[src/rtl/icpu_pkg.sv]
package icpu_pkg;
  localparam int ID_W = 10;
  localparam logic [ID_W-1:0] SPURIOUS_ID = 10'd1023;
  localparam int FIRST_PER_ID = 16;

  // byte offsets inside a 4 KB page
  localparam logic [11:0] OFF_CTRL  = 12'h000;
  localparam logic [11:0] OFF_PMASK = 12'h004;
  localparam logic [11:0] OFF_ACK   = 12'h00C;
  localparam logic [11:0] OFF_EOI   = 12'h010;
  localparam logic [11:0] OFF_RPRI  = 12'h014;
  localparam logic [11:0] OFF_PRIO  = 12'h100;
  localparam logic [11:0] OFF_DEACT = 12'h000; // in the upper page

  localparam int CTRL_EN     = 0;
  localparam int CTRL_BYP_LO = 5;
  localparam int CTRL_BYP_W  = 4;
  localparam int CTRL_SPLIT  = 9;

  function automatic logic [ID_W-1:0] src_id(input int idx, input int nsgi);
    return (idx < nsgi) ? ID_W'(idx) : ID_W'(FIRST_PER_ID + idx - nsgi);
  endfunction
endpackage

[src/rtl/icpu_arbiter.sv]
module icpu_arbiter #(
  parameter int N      = 6,
  parameter int PRIO_W = 8,
  parameter int IDX_W  = 3
) (
  input  logic [N-1:0]             cand,
  input  logic [N-1:0][PRIO_W-1:0] prio,
  output logic                     valid,
  output logic [IDX_W-1:0]         idx,
  output logic [PRIO_W-1:0]        best_prio
);
  // strict compare keeps the lower index on equal priority
  always_comb begin
    valid     = 1'b0;
    idx       = '0;
    best_prio = '1;
    for (int i = 0; i < N; i++) begin
      if (cand[i] && (!valid || prio[i] < best_prio)) begin
        valid     = 1'b1;
        idx       = IDX_W'(i);
        best_prio = prio[i];
      end
    end
  end
endmodule

[src/rtl/icpu_prio_stack.sv]
module icpu_prio_stack #(
  parameter int DEPTH  = 6,
  parameter int IDX_W  = 3,
  parameter int PRIO_W = 8,
  localparam int AW    = (DEPTH > 1) ? $clog2(DEPTH) : 1,
  localparam int LVL_W = $clog2(DEPTH + 1)
) (
  input  logic              clk,
  input  logic              rst,
  input  logic              push,
  input  logic [IDX_W-1:0]  push_idx,
  input  logic [PRIO_W-1:0] push_prio,
  input  logic              pop,
  output logic              empty,
  output logic [IDX_W-1:0]  top_idx,
  output logic [PRIO_W-1:0] top_prio,
  output logic [LVL_W-1:0]  level
);
  localparam int SLOTS = 1 << AW;

  logic [IDX_W-1:0]  idx_mem  [SLOTS];
  logic [PRIO_W-1:0] prio_mem [SLOTS];
  logic [AW-1:0]     wr_addr, rd_addr;
  logic              do_push;

  assign wr_addr = AW'(level);
  assign rd_addr = AW'(level - 1'b1);
  assign do_push = push && (level < LVL_W'(DEPTH));
  assign empty   = (level == '0);

  // storage without reset so it can map onto RAM
  always_ff @(posedge clk) begin
    if (do_push) begin
      idx_mem[wr_addr]  <= push_idx;
      prio_mem[wr_addr] <= push_prio;
    end
  end

  assign top_idx  = idx_mem[rd_addr];
  assign top_prio = prio_mem[rd_addr];

  always_ff @(posedge clk) begin
    if (rst)                level <= '0;
    else if (do_push)       level <= level + 1'b1;
    else if (pop && !empty) level <= level - 1'b1;
  end
endmodule

[src/rtl/irq_cpu_if.sv]
module irq_cpu_if
  import icpu_pkg::*;
#(
  parameter int NUM_SGI = 2,
  parameter int NUM_PER = 4,
  parameter int PRIO_W  = 8,
  parameter int HAS_DIR = 1,
  parameter int ADDR_W  = 13
) (
  input  logic                       clk,
  input  logic                       rst,
  input  logic [NUM_SGI+NUM_PER-1:0] irq_in,
  input  logic [ADDR_W-1:0]          bus_addr,
  input  logic                       bus_wr,
  input  logic                       bus_rd,
  input  logic [31:0]                bus_wdata,
  output logic [31:0]                bus_rdata,
  output logic                       irq_out
);
  localparam int NUM_SRC = NUM_SGI + NUM_PER;
  localparam int IDX_W   = (NUM_SRC > 1) ? $clog2(NUM_SRC) : 1;
  localparam int LVL_W   = $clog2(NUM_SRC + 1);
  localparam logic [PRIO_W-1:0] PRIO_IDLE = '1;

  logic [11:0] off;
  logic        hi_page;
  assign off     = bus_addr[11:0];
  assign hi_page = bus_addr[12];

  logic                      ctrl_en_q, split_q;
  logic [CTRL_BYP_W-1:0]     byp_q;
  logic [PRIO_W-1:0]         pmask_q;
  logic [NUM_SRC-1:0]        pend_q, act_q, src_en_q;
  logic [NUM_SRC-1:0][PRIO_W-1:0] prio_q;

  logic wr_ctrl, wr_pmask, wr_eoi, wr_deact, rd_ack;
  assign wr_ctrl  = bus_wr && !hi_page && off == OFF_CTRL;
  assign wr_pmask = bus_wr && !hi_page && off == OFF_PMASK;
  assign wr_eoi   = bus_wr && !hi_page && off == OFF_EOI;
  assign rd_ack   = bus_rd && !hi_page && off == OFF_ACK;

  generate
    if (HAS_DIR != 0) begin : g_dir
      assign wr_deact = bus_wr && hi_page && off == OFF_DEACT;
    end else begin : g_nodir
      assign wr_deact = 1'b0;
    end
  endgenerate

  // best candidate among pending, enabled, not active
  logic              best_valid;
  logic [IDX_W-1:0]  best_idx;
  logic [PRIO_W-1:0] best_prio;

  icpu_arbiter #(.N(NUM_SRC), .PRIO_W(PRIO_W), .IDX_W(IDX_W)) u_arb (
    .cand(pend_q & src_en_q & ~act_q), .prio(prio_q),
    .valid(best_valid), .idx(best_idx), .best_prio(best_prio)
  );

  logic              stk_empty, ack_take, eoi_pop, eligible;
  logic [IDX_W-1:0]  top_idx;
  logic [PRIO_W-1:0] top_prio, rpri;
  logic [LVL_W-1:0]  level;

  icpu_prio_stack #(.DEPTH(NUM_SRC), .IDX_W(IDX_W), .PRIO_W(PRIO_W)) u_stk (
    .clk(clk), .rst(rst),
    .push(ack_take), .push_idx(best_idx), .push_prio(best_prio),
    .pop(eoi_pop), .empty(stk_empty), .top_idx(top_idx),
    .top_prio(top_prio), .level(level)
  );

  assign rpri     = stk_empty ? PRIO_IDLE : top_prio;
  assign eligible = ctrl_en_q && best_valid && best_prio < rpri && best_prio < pmask_q;
  assign ack_take = rd_ack && eligible;

  // map the written ID back to a source index
  logic             id_hit;
  logic [IDX_W-1:0] id_idx;
  always_comb begin
    id_hit = 1'b0;
    id_idx = '0;
    for (int i = 0; i < NUM_SRC; i++) begin
      if (bus_wdata[ID_W-1:0] == src_id(i, NUM_SGI)) begin
        id_hit = 1'b1;
        id_idx = IDX_W'(i);
      end
    end
  end

  assign eoi_pop = wr_eoi && !stk_empty && id_hit && id_idx == top_idx;

  logic [NUM_SRC-1:0] take_vec, clr_vec;
  always_comb begin
    take_vec = '0;
    clr_vec  = '0;
    if (ack_take) take_vec[best_idx] = 1'b1;
    if (eoi_pop && !split_q) clr_vec[top_idx] = 1'b1;
    if (wr_deact && split_q && id_hit) clr_vec[id_idx] = 1'b1;
  end

  always_ff @(posedge clk) begin
    if (rst) begin
      ctrl_en_q <= 1'b0;
      split_q   <= 1'b0;
      byp_q     <= '0;
      pmask_q   <= '0;
      pend_q    <= '0;
      act_q     <= '0;
      src_en_q  <= '0;
      prio_q    <= '0;
      irq_out   <= 1'b0;
    end else begin
      if (wr_ctrl) begin
        ctrl_en_q <= bus_wdata[CTRL_EN];
        byp_q     <= bus_wdata[CTRL_BYP_LO +: CTRL_BYP_W];
        split_q   <= (HAS_DIR != 0) && bus_wdata[CTRL_SPLIT];
      end
      if (wr_pmask) pmask_q <= bus_wdata[PRIO_W-1:0];
      for (int i = 0; i < NUM_SRC; i++) begin
        if (bus_wr && !hi_page && off == 12'(OFF_PRIO + 4 * i)) begin
          prio_q[i]   <= bus_wdata[PRIO_W-1:0];
          src_en_q[i] <= bus_wdata[31];
        end
      end
      pend_q  <= (pend_q & ~take_vec) | irq_in;
      act_q   <= (act_q | take_vec) & ~clr_vec;
      irq_out <= eligible;
    end
  end

  logic [31:0] rd_mux;
  always_comb begin
    rd_mux = '0;
    if (!hi_page) begin
      if (off == OFF_CTRL) begin
        rd_mux[CTRL_EN]                    = ctrl_en_q;
        rd_mux[CTRL_BYP_LO +: CTRL_BYP_W]  = byp_q;
        rd_mux[CTRL_SPLIT]                 = split_q;
      end
      if (off == OFF_PMASK) rd_mux[PRIO_W-1:0] = pmask_q;
      if (off == OFF_RPRI)  rd_mux[PRIO_W-1:0] = rpri;
      if (off == OFF_ACK)
        rd_mux[ID_W-1:0] = ack_take ? src_id(int'(best_idx), NUM_SGI) : SPURIOUS_ID;
      for (int i = 0; i < NUM_SRC; i++) begin
        if (off == 12'(OFF_PRIO + 4 * i)) begin
          rd_mux[PRIO_W-1:0] = prio_q[i];
          rd_mux[31]         = src_en_q[i];
        end
      end
    end
  end

  always_ff @(posedge clk) begin
    if (rst)         bus_rdata <= '0;
    else if (bus_rd) bus_rdata <= rd_mux;
  end

  logic unused_wdata;
  assign unused_wdata = ^bus_wdata[30:ID_W];
endmodule

[config.mk]
export PLATFORM = sky130hd
export DESIGN_NAME = irq_cpu_if
export DESIGN_NICKNAME = d
export VERILOG_FILES = /design/src/rtl/icpu_pkg.sv /design/src/rtl/icpu_arbiter.sv /design/src/rtl/icpu_prio_stack.sv /design/src/rtl/irq_cpu_if.sv
export SDC_FILE = /design/constraint.sdc
export NUM_CORES = 1
export LEC_CHECK = 0
export BUFFER_PORTS_ARGS = -buffer_cell sky130_fd_sc_hd__buf_2
export CAP_MARGIN = 20
export CORE_ASPECT_RATIO = 1.1
export CORE_MARGIN = 10
export CORE_UTILIZATION = 28
export DETAILED_ROUTE_END_ITERATION = 10
export GPL_TIMING_DRIVEN = 0
export PLACE_DENSITY = 0.47
export SETUP_SLACK_MARGIN = 0.4
export SYNTH_ARGS = -nofsm -noshare
export SYNTH_HDL_FRONTEND = slang
export SYNTH_HIERARCHICAL = 1
export SYNTH_SLANG_ARGS = --single-unit
[constraint.sdc]
create_clock -name clk -period 12.26 [get_ports clk]
set_input_delay 0.613 -clock clk [delete_from_list [all_inputs] [get_ports clk]]
set_output_delay 0.613 -clock clk [all_outputs]
set_load 0.01 [all_outputs]
## After elaboration in Yosys (flattened, before gate mapping)

Memories as Yosys holds them, arrays and structs flattened.
Index checks and enable logic that the tools add are counted.

| cells by class | value |
|---|---|
| $add $sub $neg | 4 |
| magnitude comparators | 15 |
| eq/ne operators | 16 |
| muxes and demuxes | 63 |
| bitwise operators | 10 |
| reductions and logical operators | 51 |

Operators by type and width:

| kind | number |
|---|---|
| 2-to-1 mux 8 bit | 15 |
| equality test 12 x 9 -> 1 bit (second input constant) | 6 |
| less-than comparator 8 bit | 7 |
| equality test 10 x 5 -> 1 bit (second input constant) | 4 |
| 2-to-1 mux 10 bit | 4 |
| logical AND 1 bit | 34 |
| 2-to-1 mux 1 bit | 27 |
| bitwise AND 6 bit | 4 |
| equality test 12 x 5 -> 1 bit (second input constant) | 2 |
| 2-to-1 mux 3 bit | 7 |
| 2-to-1 mux 6 bit | 3 |
| NOT 6 bit | 3 |
| OR 6 bit | 3 |
| equality test 12 x 3 -> 1 bit (second input constant) | 1 |
| equality test 12 x 4 -> 1 bit (second input constant) | 1 |
| logical NOT 12 bit | 1 |
| less-than comparator 3 x 4 -> 1 bit (second input constant) | 3 |
| equality test 10 x 1 -> 1 bit (second input constant) | 1 |
| logical NOT 10 bit | 1 |
| demux 1 bit (select 3 bit) | 3 |
| >= comparator 3 x 1 -> 1 bit (second input constant) | 3 |
| logical NOT 1 bit | 8 |
| subtractor 6 x 2 -> 7 bit (second input constant) | 1 |
| adder 5 x 3 -> 6 bit (first input constant) | 1 |
| other kinds (10) | 16 |

| word-level totals | value |
|---|---|
| flip-flop bits (word level) | 95 |
| bits in writable memories | 88 |
| bits of input ports | 55 |
| output and inout bits | 33 |
| word-level logic and storage cells | 182 |
| memories kept | 2 |

Memories:

| name | depth | bits a word | read ports | clocked after Yosys merged registers in | write ports | line | RTL |
|---|---|---|---|---|---|---|---|
| u_stk.prio_mem | 8 | 8 | 1 | 0 | 1 | icpu_prio_stack.sv:22 | `logic [PRIO_W-1:0] prio_mem [SLOTS];` |
| u_stk.idx_mem | 8 | 3 | 1 | 0 | 1 | icpu_prio_stack.sv:21 | `logic [IDX_W-1:0] idx_mem [SLOTS];` |

## Depth between registers and ports, before layout

Gate-level depths: netlist of the first run.

| logic depth | value |
|---|---|
| depth in word-level cells | 36 |
| gate-level depth with buffers | 64 |
| gate-level depth less buffers | 60 |

## By module

Netlist of the first run, hierarchy kept.

Modules (own cells, without submodules):

| module | times used | cells an instance | area each (sq um) | sequential area each (sq um) |
|---|---|---|---|---|
| irq_cpu_if | 1 | 661 | 5348.9 | 1841.8 |
| icpu_prio_stack | 1 | 167 | 3622.2 | 2702.6 |
| icpu_arbiter | 1 | 227 | 1556.5 | 0.0 |

## Least setup slack after synthesis of the first run

No wires, ideal clock.

| timing | value |
|---|---|
| path kind | register -> register |
| from | register act_q[0] |
| to | memory u_stk.idx_mem[1][0] (enable) |
| setup time | 393 ps |
| data arrival time | 12276 ps |
| data required time | 11867 ps |
| path slack | -409 ps |
| cell stages (with the launch flop) | 61 |
| buffers on the path | 5 |
| period minus slack after synthesis | 12669 ps |
| cell sequence | dfxtp_1 inv_1 and3_1 inv_1 nor2_1 ha_1 nand4_1 a2111oi_0 and3_2 a2bb2oi_4 clkbuf_1 nor2_1 a21oi_1 inv_1 ha_1 a21oi_1 nor2b_1 o21ai_0 [... 25 more ...] mux2i_1 ha_1 a21o_1 a21oi_1 o2111ai_1 nor2_1 o211a_1 clkbuf_1 o31ai_1 ha_1 a211oi_1 o21ai_0 a2111oi_2 buf_2 nand2_1 nor4_1 nand2_1 nor3_1 |

| between the ends | value |
|---|---|
| word-level cells in the longest chain between the ends | 30 |
| elaborated cells between the ends (all ways) | 43 |
| classes of those cells | order compare (7); mux (14); bitwise (2); reduce/logical (20) |

Ends and longest elaborated chain:

| element | line | RTL |
|---|---|---|
| from (decl) | irq_cpu_if.sv:33 | `logic [NUM_SRC-1:0] pend_q, act_q, src_en_q;` |
| from (signal assigned) | irq_cpu_if.sv:126 | `act_q <= (act_q \| take_vec) & ~clr_vec;` |
| NOT 6 bit * | irq_cpu_if.sv:56 | `.cand(pend_q & src_en_q & ~act_q), .prio(prio_q),` |
| bitwise AND 6 bit * | irq_cpu_if.sv:56 |  |
| 2-to-1 mux 8 bit or 2-to-1 mux 1 bit (tied branches) | icpu_arbiter.sv:18 | `if (cand[i] && (!valid \|\| prio[i] < best_prio)) begin` |
| less-than comparator 8 bit or logical NOT 1 bit (tied branches) | icpu_arbiter.sv:18 |  |
| logical OR 1 bit | icpu_arbiter.sv:18 |  |
| logical AND 1 bit | icpu_arbiter.sv:18 |  |
| 2-to-1 mux 8 bit or 2-to-1 mux 1 bit (tied branches) | icpu_arbiter.sv:18 |  |
| less-than comparator 8 bit or logical NOT 1 bit (tied branches) | icpu_arbiter.sv:18 |  |
| [... 15 more ...] | n/a |  |
| via best_prio[2] | irq_cpu_if.sv:53 | `logic [PRIO_W-1:0] best_prio;` |
| less-than comparator 8 bit | irq_cpu_if.sv:73 | `assign eligible = ctrl_en_q && best_valid && best_prio < rpri && best_prio < pmask_q;` |
| logical AND 1 bit | irq_cpu_if.sv:73 |  |
| logical AND 1 bit * | irq_cpu_if.sv:73 |  |
| logical AND 1 bit * | irq_cpu_if.sv:74 | `assign ack_take = rd_ack && eligible;` |
| via ack_take | irq_cpu_if.sv:60 | `logic stk_empty, ack_take, eoi_pop, eligible;` |
| logical AND 1 bit * | icpu_prio_stack.sv:28 | `assign do_push = push && (level < LVL_W'(DEPTH));` |
| 2-to-1 mux 1 bit * | icpu_prio_stack.sv:33 | `if (do_push) begin` |
| 2-to-1 mux 1 bit (not written as such) * | icpu_prio_stack.sv:34 | `idx_mem[wr_addr] <= push_idx;` |
| to (decl) | icpu_prio_stack.sv:21 |  |

The timed path passes the listed nets; every way through them passes the cells marked *.

## Worst setup path in the final report of the first run

| timing | value |
|---|---|
| from | register src_en_q[0] |
| to | memory u_stk.idx_mem[2][1] (enable) |

| between the ends | value |
|---|---|
| word-level cells in the longest chain between the ends | 30 |
| elaborated cells between the ends (all ways) | 43 |
| classes of those cells | order compare (7); mux (14); bitwise (2); reduce/logical (20) |

Ends and longest elaborated chain:

| element | line | RTL |
|---|---|---|
| from (decl) | irq_cpu_if.sv:33 |  |
| from (signal, indexed assignment) | irq_cpu_if.sv:122 | `src_en_q[i] <= bus_wdata[31];` |
| bitwise AND 6 bit * (2 in series) | irq_cpu_if.sv:56 |  |
| 2-to-1 mux 8 bit or 2-to-1 mux 1 bit (tied branches) | icpu_arbiter.sv:18 |  |
| less-than comparator 8 bit or logical NOT 1 bit (tied branches) | icpu_arbiter.sv:18 |  |
| logical OR 1 bit | icpu_arbiter.sv:18 |  |
| logical AND 1 bit | icpu_arbiter.sv:18 |  |
| 2-to-1 mux 8 bit or 2-to-1 mux 1 bit (tied branches) | icpu_arbiter.sv:18 |  |
| less-than comparator 8 bit or logical NOT 1 bit (tied branches) | icpu_arbiter.sv:18 |  |
| logical OR 1 bit | icpu_arbiter.sv:18 |  |
| [... 14 more ...] | n/a |  |
| via best_prio[2] | irq_cpu_if.sv:53 |  |
| less-than comparator 8 bit | irq_cpu_if.sv:73 |  |
| logical AND 1 bit | irq_cpu_if.sv:73 |  |
| logical AND 1 bit * | irq_cpu_if.sv:73 |  |
| logical AND 1 bit * | irq_cpu_if.sv:74 |  |
| via ack_take | irq_cpu_if.sv:60 |  |
| logical AND 1 bit * | icpu_prio_stack.sv:28 |  |
| 2-to-1 mux 1 bit * | icpu_prio_stack.sv:33 |  |
| 2-to-1 mux 1 bit (not written as such) * | icpu_prio_stack.sv:34 |  |

Marks and branches as above.

==> run_results.csv, run 1 <==
group,metric,value,unit
synth,synth_enable_flop_cells,88,
die,dieArea,0.0458,mm²
timing,relSlewSlack,0.320,
timing,hold_violations,0,
global_routing,grt_start_max_net_pins,19,
place,port_buffers,42,
die,core_area,0.0371,mm²
timing,period_minus_slack,11.47,ns
timing,finalClockSkew,0.0134,ns
timing,tightestPinTransition,1.01,ns
detailed_routing,wl,38.4,mm
clock_tree,clock_path_buffers,2,
clock_tree,clkLatencyLatePin,0.45,ns
synth,syn_area_per_cell,9.98,µm²
synth,yosysSeqAreaShare,0.432,
synth,synth_ff_type,"dfxtp_1",
place,placed_cells,1637,
worst_setup_path,slowest_stage,"a2111oi_4",
clock_tree,clk_pin_slew,0.08,ns
worst_setup_path,crit_path_max_fanout,6,
die,rows,74,
finish,final_cell_count_no_fill,1732,
power_and_ir_drop,power_density,99.7,mW/mm²
synth,synth_area,0.0105,mm²
place,hpwl,28.0,mm
finish,fin_nets,1327,
timing,rsz0062_at_grt,"false",
global_routing,grt_pass1_vias,8586,
finish,antenna_cells,0,
clock_tree,cts_root_buf,"clkbuf_16",
synth,ys_types,86,
finish,syn2layout_area_growth,26.4,%
global_routing,grt_antenna_before_repair,1,
detailed_routing,drtIter0Drc,590,
detailed_routing,postRouteAntennaNets,0,
timing,fmax,0.0872,GHz
detailed_routing,via_per_inst,5.24,
worst_setup_path,critPathArrivalTime,11.62,ns
finish,fillers,3763,
run,maxCapViolCount,0,
outcome,status,"finished clean",
worst_setup_path,endpoint_kind,"register",
die,die_w,205,µm
place,gp_congestion,0.907,
detailed_routing,drc,0,
hold_path,hp-class,"in -> reg",
worst_setup_path,cp-start-kind,"register",
worst_setup_path,path_common_cell,"buf_4",
synth,synth_warnings,6,
global_routing,grt_overflow_total,0,
synth,syn_inst,1055,
finish,drive_gt1_frac,0.257,
timing,holdWs,0.384,ns
finish,fin_area,0.0133,mm²
global_routing,track_usage,0.162,
timing,fin_crit_sh,0.935,
die,start_util,0.284,
timing,slew_viol_final,0,
synth,synth-seq-cells,183,
die,boundaryPins,88,
clock_tree,numCtsBuffers,17,
clock_tree,htreeDepth,4,
detailed_routing,via_count,9083,
finish,fin_util,0.358,
place,postPlaceCellArea,0.0116,mm²
worst_setup_path,path_class,"reg -> reg",
power_and_ir_drop,p_leak,4.93,nW
clock_tree,postCtsHoldBufs,0,
timing,setup_violations,0,
clock_tree,clock_sinks,183,
detailed_routing,first_pass_iters,5,
worst_setup_path,critical_path.max_stage_delay,0.41,ns
global_routing,grt_pass1_wl,55.5,mm
worst_setup_path,crit_required,12.41,ns
detailed_routing,routedWlPerCell,22.2,µm
timing,fin_setup_tns,0,ns
clock_tree,cts_tree,"done",
power_and_ir_drop,vdd.ir_drop.worst,96.8,µV
synth,async_reset_ff_frac,0,
die,die_h,223,µm
==> cell type report <==
type,instances,area (µm²),share of cell area
Sequential cell,183,4550,0.342
Clock buffer,19,433,0.0325
Timing Repair Buffer,106,748,0.0562
Multi-Input combinational cell,791,6090,0.458
Clock inverter,13,186,0.0140
Buffer,74,477,0.0358
Tap cell,494,618,0.0465
Inverter,52,205,0.0154
==> worst max-delay path: cells and delay by family, from the launching register on <==
kind,cells,cell delay (ns)
simple gates,13,2.10
mux,2,0.65
flops,1,0.37
fa+ha+maj,6,1.55
compound gates,26,4.38
buf+inv,15,2.04
==> timing repair <==
| action | in CTS | in global routing |
|---|---|---|
| hold endpoints to repair | 0 | 0 |
| gates resized for setup | 63 | 65 |
| cloned | 5 | 1 |
| setup endpoints to repair | 92 | 91 |
| buffers inserted | 29 | 28 |
| pin swaps | 18 | 34 |
==> state kept, by name, summed over array words and instances, names as in the netlist <==
| register | cells |
|---|---|
| u_stk/prio_mem | 64 |
| prio_q | 48 |
| u_stk/idx_mem | 24 |
| bus_rdata | 11 |
| pmask_q | 8 |
| act_q | 6 |
| pend_q | 6 |
| src_en_q | 6 |
| byp_q | 4 |
| u_stk/level | 3 |
| ctrl_en_q | 1 |
| irq_out | 1 |
| split_q | 1 |
==> cells in the mapped netlist, drive strengths merged, types with 16 or more instances <==
library cell,count,area [µm²]
mux2,18,210
ha,47,588
mux4,22,510
o31ai,17,128
inv,52,195
nand2,83,312
nand4,19,119
nor4,16,145
mux2i,54,541
nor2,112,430
dfxtp,95,1900
a21oi,72,372
nor3,21,115
clkbuf,31,116
edfxtp,88,2640
o21ai,57,285
nor2b,19,119
buf,43,302
nand3,29,155
==> through the flow <==
| step | power (mW) | worst slack [ns] |
|---|---|---|
| 3_3_place_gp | 0.741 | -2.86 |
| 4_1_cts | 1.33 | 0.404 |
| 6_report | 1.33 | 0.792 |
| 5_1_grt | 1.37 | 0.320 |
| 2_1_floorplan | 0.705 | 0.434 |
| 3_5_place_dp | 0.742 | -2.56 |
==> per-layer routing <==
layer	GRT usage	vias up	wire length (µm)
li1	-	4224	-
met1	0.212	4516	17000
met2	0.262	288	18100
met3	0.0265	55	1830
met4	0.0634	0	1380
met5	0	-	0
==> cells by family (layout without fill, tap and decap cells) <==
family          Yosys count  in the layout  share of synthesized area
compound gates          237            239                      0.151
mux                      94             94                      0.120
fa+ha+maj                49             49                     0.0578
other cells               2             43                   0.000713
buf+inv                 126            264                     0.0582
flops                   183            183                      0.432
simple gates            360            362                      0.178
xor+xnor                  4              4                    0.00333
==> report_power, final <==
group | internal, mW | switching, mW | total [mW]
clock network | 0.328 | 0.268 | 0.597
logic | 0.0278 | 0.0622 | 0.0900
registers | 0.638 | 0.00227 | 0.640
==> cells in the final DEF, fill, tap and decap left out, drive strengths merged, types with 46 or more instances in the layout <==
cell	n
buf	153
nand2	83
mux2i	54
o21ai	57
edfxtp	88
dfxtp	95
inv	58
ha	47
clkbuf	46
a21oi	73
nor2	112
==> final timing paths <==
check / start / end / slack (ns) / depth (start not counted)
max reg2reg: src_en_q[0]$_SDFFE_PP0P_ / u_stk/idx_mem[2][1]$_DFFE_PP_ / 0.79 / 62
min reg2reg: act_q[5]$_SDFF_PP0_ / act_q[5]$_SDFF_PP0_ / 0.46 / 2
max: src_en_q[0]$_SDFFE_PP0P_ / u_stk/idx_mem[2][1]$_DFFE_PP_ / 0.79 / 62
min: irq_in[5] / pend_q[5]$_SDFF_PP0_ / 0.38 / 2
No activity file was read; power rests on OpenSTA's default activity.
==> run 2, diff against run 1 <==
Settings changed: CORE_MARGIN 10 to 1.5.
==> run 2 against run 1 <==
Effect of this change:
- via count fell by 1.1%
- core utilization fell by 0.33 points
- die area fell by 15%
- final cell count fell by 0.40%
- largest power group unchanged
==> run_results.csv, run 2 (same netlist as run 1, synthesis figures left out) <==
group,metric,value,unit
finish,fin_util,0.355,
finish,drive_gt1_frac,0.245,
finish,multiInputGateArea,0.00603,mm²
die,boundaryPins,88,
clock_tree,clkLatencyLatePin,0.44,ns
timing,fin_crit_sh,0.944,
clock_tree,numCtsBuffers,17,
worst_setup_path,path_class,"reg -> reg",
finish,largest_reg_flops,64,
die,start_util,0.284,
finish,fillers,3796,
finish,antenna_cells,0,
finish,seq_area,0.00455,mm²
detailed_routing,via_count,8982,
timing,fmax,0.0864,GHz
power_and_ir_drop,comb_power_share,0.069,
global_routing,grt_antenna_before_repair,0,
detailed_routing,drtIter0Drc,812,
worst_setup_path,critPathArrivalTime,11.71,ns
timing,period_minus_slack,11.57,ns
power_and_ir_drop,clkPwrFrac,0.439,
global_routing,grt_pass1_wl,54.9,mm
worst_setup_path,crit_required,12.40,ns
worst_setup_path,slowest_stage,"a2111oi_4",
detailed_routing,first_pass_iters,6,
detailed_routing,routedWlPerCell,21.8,µm
global_routing,grt_pass1_vias,8612,
global_routing,track_usage,0.194,
timing,slew_viol_final,0,
global_routing,use_met2,0.322,
global_routing,grt_overflow_total,0,
clock_tree,htreeDepth,4,
power_and_ir_drop,power_density,98.7,mW/mm²
place,place_ws,-2.56,ns
finish,fin_area,0.0132,mm²
detailed_routing,drc,0,
timing,tightestPinTransition,1.09,ns
global_routing,grt_start_max_net_pins,18,
power_and_ir_drop,internal-power,0.973,mW
run,maxCapViolCount,0,
power_and_ir_drop,vdd.ir_drop.worst,101,µV
place,hpwl,27.3,mm
die,die_h,206,µm
power_and_ir_drop,switching_power,0.328,mW
clock_tree,clock_path_buffers,2,
finish,fin_nets,1320,
place,postPlaceCellArea,0.0116,mm²
die,dieArea,0.0388,mm²
place,port_buffers,42,
finish,reg_top3,"u_stk/prio_mem (64), prio_q (48), u_stk/idx_mem (24)",
clock_tree,cts_tree,"done",
global_routing,busiest_layer,"met2",
die,core_area,0.0371,mm²
place,placed_cells,1636,
power_and_ir_drop,swShare,0.252,
timing,rsz0062_at_grt,"false",
place,gp_congestion,0.925,
power_and_ir_drop,p_seq_frac,0.492,
worst_setup_path,path_common_cell,"ha_1",
hold_path,hp-class,"in -> reg",
worst_setup_path,cp-start-kind,"register",
clock_tree,clk_pin_slew,0.07,ns
timing,relSlewSlack,0.272,
detailed_routing,via_per_inst,5.21,
detailed_routing,wl,37.5,mm
clock_tree,cts_root_buf,"clkbuf_16",
finish,syn2layout_area_growth,25.2,%
finish,final_cell_count_no_fill,1725,
finish,final_common_cell,"nor2_1",
clock_tree,clock_sinks,183,
finish,mostFrequentLayoutCells,"105 x nor2_1, 94 x dfxtp_1, 88 x edfxtp_1",
power_and_ir_drop,p_leak,4.92,nW
die,die_w,188,µm
timing,hold_violations,0,
global_routing,grt_use_met1,0.248,
worst_setup_path,crit_path_max_fanout,10,
outcome,status,"finished clean",
timing,finalClockSkew,0.0117,ns
timing,setup_violations,0,
global_routing,met3_usage,0.0324,
timing,setup_slack,0.693,ns
worst_setup_path,critical_path.max_stage_delay,0.45,ns
finish,regMostFlops,"u_stk/prio_mem",
die,rows,74,
worst_setup_path,endpoint_kind,"register",
detailed_routing,postRouteAntennaNets,0,
==> run 2: final cells by class <==
class,instances,area share
inverter,52,0.0152
tap,494,0.0469
buffer,74,0.0370
clock buffer,19,0.0328
multi-input combinational,789,0.458
sequential,183,0.345
timing repair buffer,101,0.0533
clock inverter,13,0.0121
==> run 2: critical path: cells and delay by family, from the launching register on <==
family                   cells  cell delay, ns
AND/OR/NAND/NOR             20            2.79
buffers and inverters       14            1.91
adder cells (fa/ha/maj)      6            1.63
flip-flops                   1            0.34
multiplexers                 2            0.61
AO/OA/AOI/OAI               23            3.99
==> run 2: metal layers <==
layer,share of wire,vias to the layer above
li1,-,4196
met1,0.43,4388
met3,0.060,87
met5,0,-
met2,0.47,311
met4,0.044,0
==> run 2: path summary, 6_finish.rpt <==
check	cells past startpoint	slack [ns]	end	startpoint
worst max register to register	65	0.69	u_stk/idx_mem[2][1]$_DFFE_PP_	src_en_q[0]$_SDFFE_PP0P_
worst max-delay path	65	0.69	u_stk/idx_mem[2][1]$_DFFE_PP_	src_en_q[0]$_SDFFE_PP0P_
worst min register to register	2	0.45	act_q[4]$_SDFF_PP0_	act_q[4]$_SDFF_PP0_
worst min-delay path	2	0.39	pend_q[5]$_SDFF_PP0_	irq_in[5]
==> run 2: power groups by stage <==
| stage | sequential, mW | combinational (mW) | clock [mW] |
|---|---|---|---|
| global placement | 0.653 | 0.0878 | 0 |
| finish | 0.640 | 0.0899 | 0.571 |
| detailed placement | 0.653 | 0.0880 | 0 |
| floorplan | 0.653 | 0.0527 | 0 |
| CTS | 0.640 | 0.0885 | 0.581 |
| global route | 0.640 | 0.0957 | 0.608 |
==> run 2: metrics by stage <==
stage / TNS, ns / total power [mW] / hold WS, ns
floorplan: 0 / 0.705 / 0.421
global placement: -219.92 / 0.741 / 0.438
detailed placement: -194.94 / 0.741 / 0.443
CTS: 0 / 1.31 / 0.386
global route: 0 / 1.34 / 0.380
finish: 0 / 1.30 / 0.394
==> run 2: timing repair <==
action / CTS / global route
cloned: 2 / 1
setup buffers: 33 / 21
setup endpoints to repair: 92 / 86
resized for setup: 72 / 49
pin swaps: 19 / 23
hold buffers: 0 / 0
==> run 3, diff against run 2 <==
Settings changed: PLACE_DENSITY 0.47 to 0.45.
Clock period 12.26 ns to 11.88 ns, I/O delays scaled along.
==> run 3 against run 2 <==
Effect of this change:
- via count rose by 1.9%
- critical path depth rose by 3
- combinational power rose by 4.6%
- clock power rose by 4.6%
- sequential share of layout area fell by 1.6 points
- clock skew rose by 0.0036 ns
- count of clock-buffer cells in the layout did not move
- worst hold slack got worse by 0.018 ns
- first-iteration DRC count fell by 21%
- global-route usage rose by 0.83 points
==> run_results.csv, run 3 (same netlist as run 1, synthesis figures left out) <==
group,metric,value,unit
finish,regMostFlops,"u_stk/prio_mem",
outcome,status,"finished clean",
global_routing,grt_antenna_before_repair,0,
clock_tree,clk_pin_slew,0.07,ns
worst_setup_path,critPathArrivalTime,11.50,ns
detailed_routing,wl,39.2,mm
finish,final_common_cell,"nor2_1",
detailed_routing,drc,0,
worst_setup_path,critPathBufInv,18,
finish,syn2layout_area_growth,31.4,%
power_and_ir_drop,power_density,97.6,mW/mm²
global_routing,track_usage,0.202,
timing,relSlewSlack,0.269,
detailed_routing,drtIter0Drc,640,
detailed_routing,first_pass_iters,5,
finish,fin_util,0.373,
finish,antenna_cells,0,
worst_setup_path,endpoint_kind,"register",
power_and_ir_drop,vdd.ir_drop.worst,97.6,µV
clock_tree,numCtsBuffers,17,
worst_setup_path,path_class,"reg -> reg",
place,port_buffers,42,
die,die_w,188,µm
timing,rsz0062_at_grt,"true",
worst_setup_path,crit_required,12.03,ns
timing,slew_viol_final,0,
detailed_routing,via_per_inst,5.21,
timing,tightestPinTransition,1.09,ns
detailed_routing,postRouteAntennaNets,0,
finish,mostFrequentLayoutCells,"101 x nor2_1, 92 x dfxtp_1, 91 x buf_4",
die,die_h,206,µm
global_routing,grt_pass1_wl,57.6,mm
timing,hold_violations,0,
finish,fin_nets,1353,
worst_setup_path,slowest_stage,"a2111oi_4",
worst_setup_path,critical_path.max_stage_delay,0.45,ns
worst_setup_path,cp-start-kind,"register",
detailed_routing,routedWlPerCell,22.3,µm
die,start_util,0.284,
clock_tree,clock_path_buffers,2,
clock_tree,clkLatencyLatePin,0.45,ns
clock_tree,htreeDepth,4,
global_routing,grt_pass1_vias,8900,
finish,drive_gt1_frac,0.294,
hold_path,hp-class,"in -> reg",
worst_setup_path,crit_path_max_fanout,8,
clock_tree,cts_tree,"done",
die,rows,74,
place,place_ws,-2.45,ns
place,postPlaceCellArea,0.0117,mm²
finish,largest_reg_flops,64,
timing,period_minus_slack,11.35,ns
timing,fin_crit_sh,0.955,
global_routing,grt_start_max_net_pins,20,
run,maxCapViolCount,0,
place,hpwl,28.0,mm
power_and_ir_drop,p_leak,5.16,nW
die,boundaryPins,88,
die,core_area,0.0371,mm²
finish,fillers,3760,
detailed_routing,via_count,9157,
worst_setup_path,cp_top_family,"compound AO/OA/AOI/OAI gates",
die,dieArea,0.0388,mm²
timing,finalClockSkew,0.0153,ns
finish,reg_top3,"u_stk/prio_mem (64), prio_q (48), u_stk/idx_mem (24)",
clock_tree,cts_root_buf,"clkbuf_16",
timing,fmax,0.0881,GHz
timing,setup_slack,0.531,ns
clock_tree,clock_sinks,183,
global_routing,grt_overflow_total,0,
place,gp_congestion,0.931,
timing,setup_violations,0,
finish,fin_area,0.0138,mm²
## run 3: cell types whose count changed in the layout (fill, tap and decap cells not counted), moves of 7 or more
cell     delta
a21oi_1     -8
buf_12      +7
a21oi_2     +7
ha_4       +10
buf_4      +23
ha_1       -10
## run 3: routing by layer
layer | share of wire | GRT usage | vias up
met5 | 0 | 0 | -
met4 | 0.035 | 0.0714 | 0
met3 | 0.041 | 0.0275 | 69
met2 | 0.49 | 0.353 | 265
met1 | 0.43 | 0.256 | 4545
li1 | - | - | 4278
## run 3: per-stage QoR
stage / power (mW) / hold slack (ns) / instances / TNS [ns]
2_1_floorplan: 0.728 / 0.421 / 1096 / 0
5_1_grt: 1.40 / 0.368 / 1758 / 0
4_1_cts: 1.36 / 0.359 / 1731 / 0
3_3_place_gp: 0.766 / 0.443 / 1632 / -214.23
3_5_place_dp: 0.767 / 0.450 / 1633 / -184.08
6_report: 1.35 / 0.377 / 1758 / 0
## run 3: where the power goes
part           internal, mW  switching [mW]
clock network         0.313           0.283
registers             0.658         0.00227
logic                0.0287          0.0652
## run 3: worst register-to-register path: cells and delay by family (launching register included)
kind | cells | cell delay, ns
buf+inv | 18 | 2.44
compound gates | 25 | 4.12
simple gates | 17 | 2.16
fa+ha+maj | 6 | 1.45
flops | 1 | 0.32
mux | 2 | 0.63
## run 3: what timing repair did
action                                  CTS  global route
setup buffers                            62            26
resized for setup                       106            56
hold buffers                              0             0
endpoints found under the setup margin   92            90
gates cloned                              4             1
pin swaps                                47            43
## run 3: final cells by class
class / instances / area, µm² / share of cell area
Clock inverter: 13 / 156 / 0.0113
Timing Repair Buffer: 134 / 1050 / 0.0761
Inverter: 52 / 201 / 0.0146
Sequential cell: 183 / 4550 / 0.329
Tap cell: 494 / 618 / 0.0447
Clock buffer: 19 / 454 / 0.0328
Multi-Input combinational cell: 789 / 6290 / 0.455
Buffer: 74 / 505 / 0.0365
## run 3: final timing paths
check	start	to	slack, ns	depth (start not counted)
worst max register to register	act_q[0]$_SDFF_PP0_	u_stk/prio_mem[5][0]$_DFFE_PP_	0.53	68
worst max-delay path	act_q[0]$_SDFF_PP0_	u_stk/prio_mem[5][0]$_DFFE_PP_	0.53	68
worst min register to register	act_q[5]$_SDFF_PP0_	act_q[5]$_SDFF_PP0_	0.46	2
worst min-delay path	irq_in[5]	pend_q[5]$_SDFF_PP0_	0.38	2
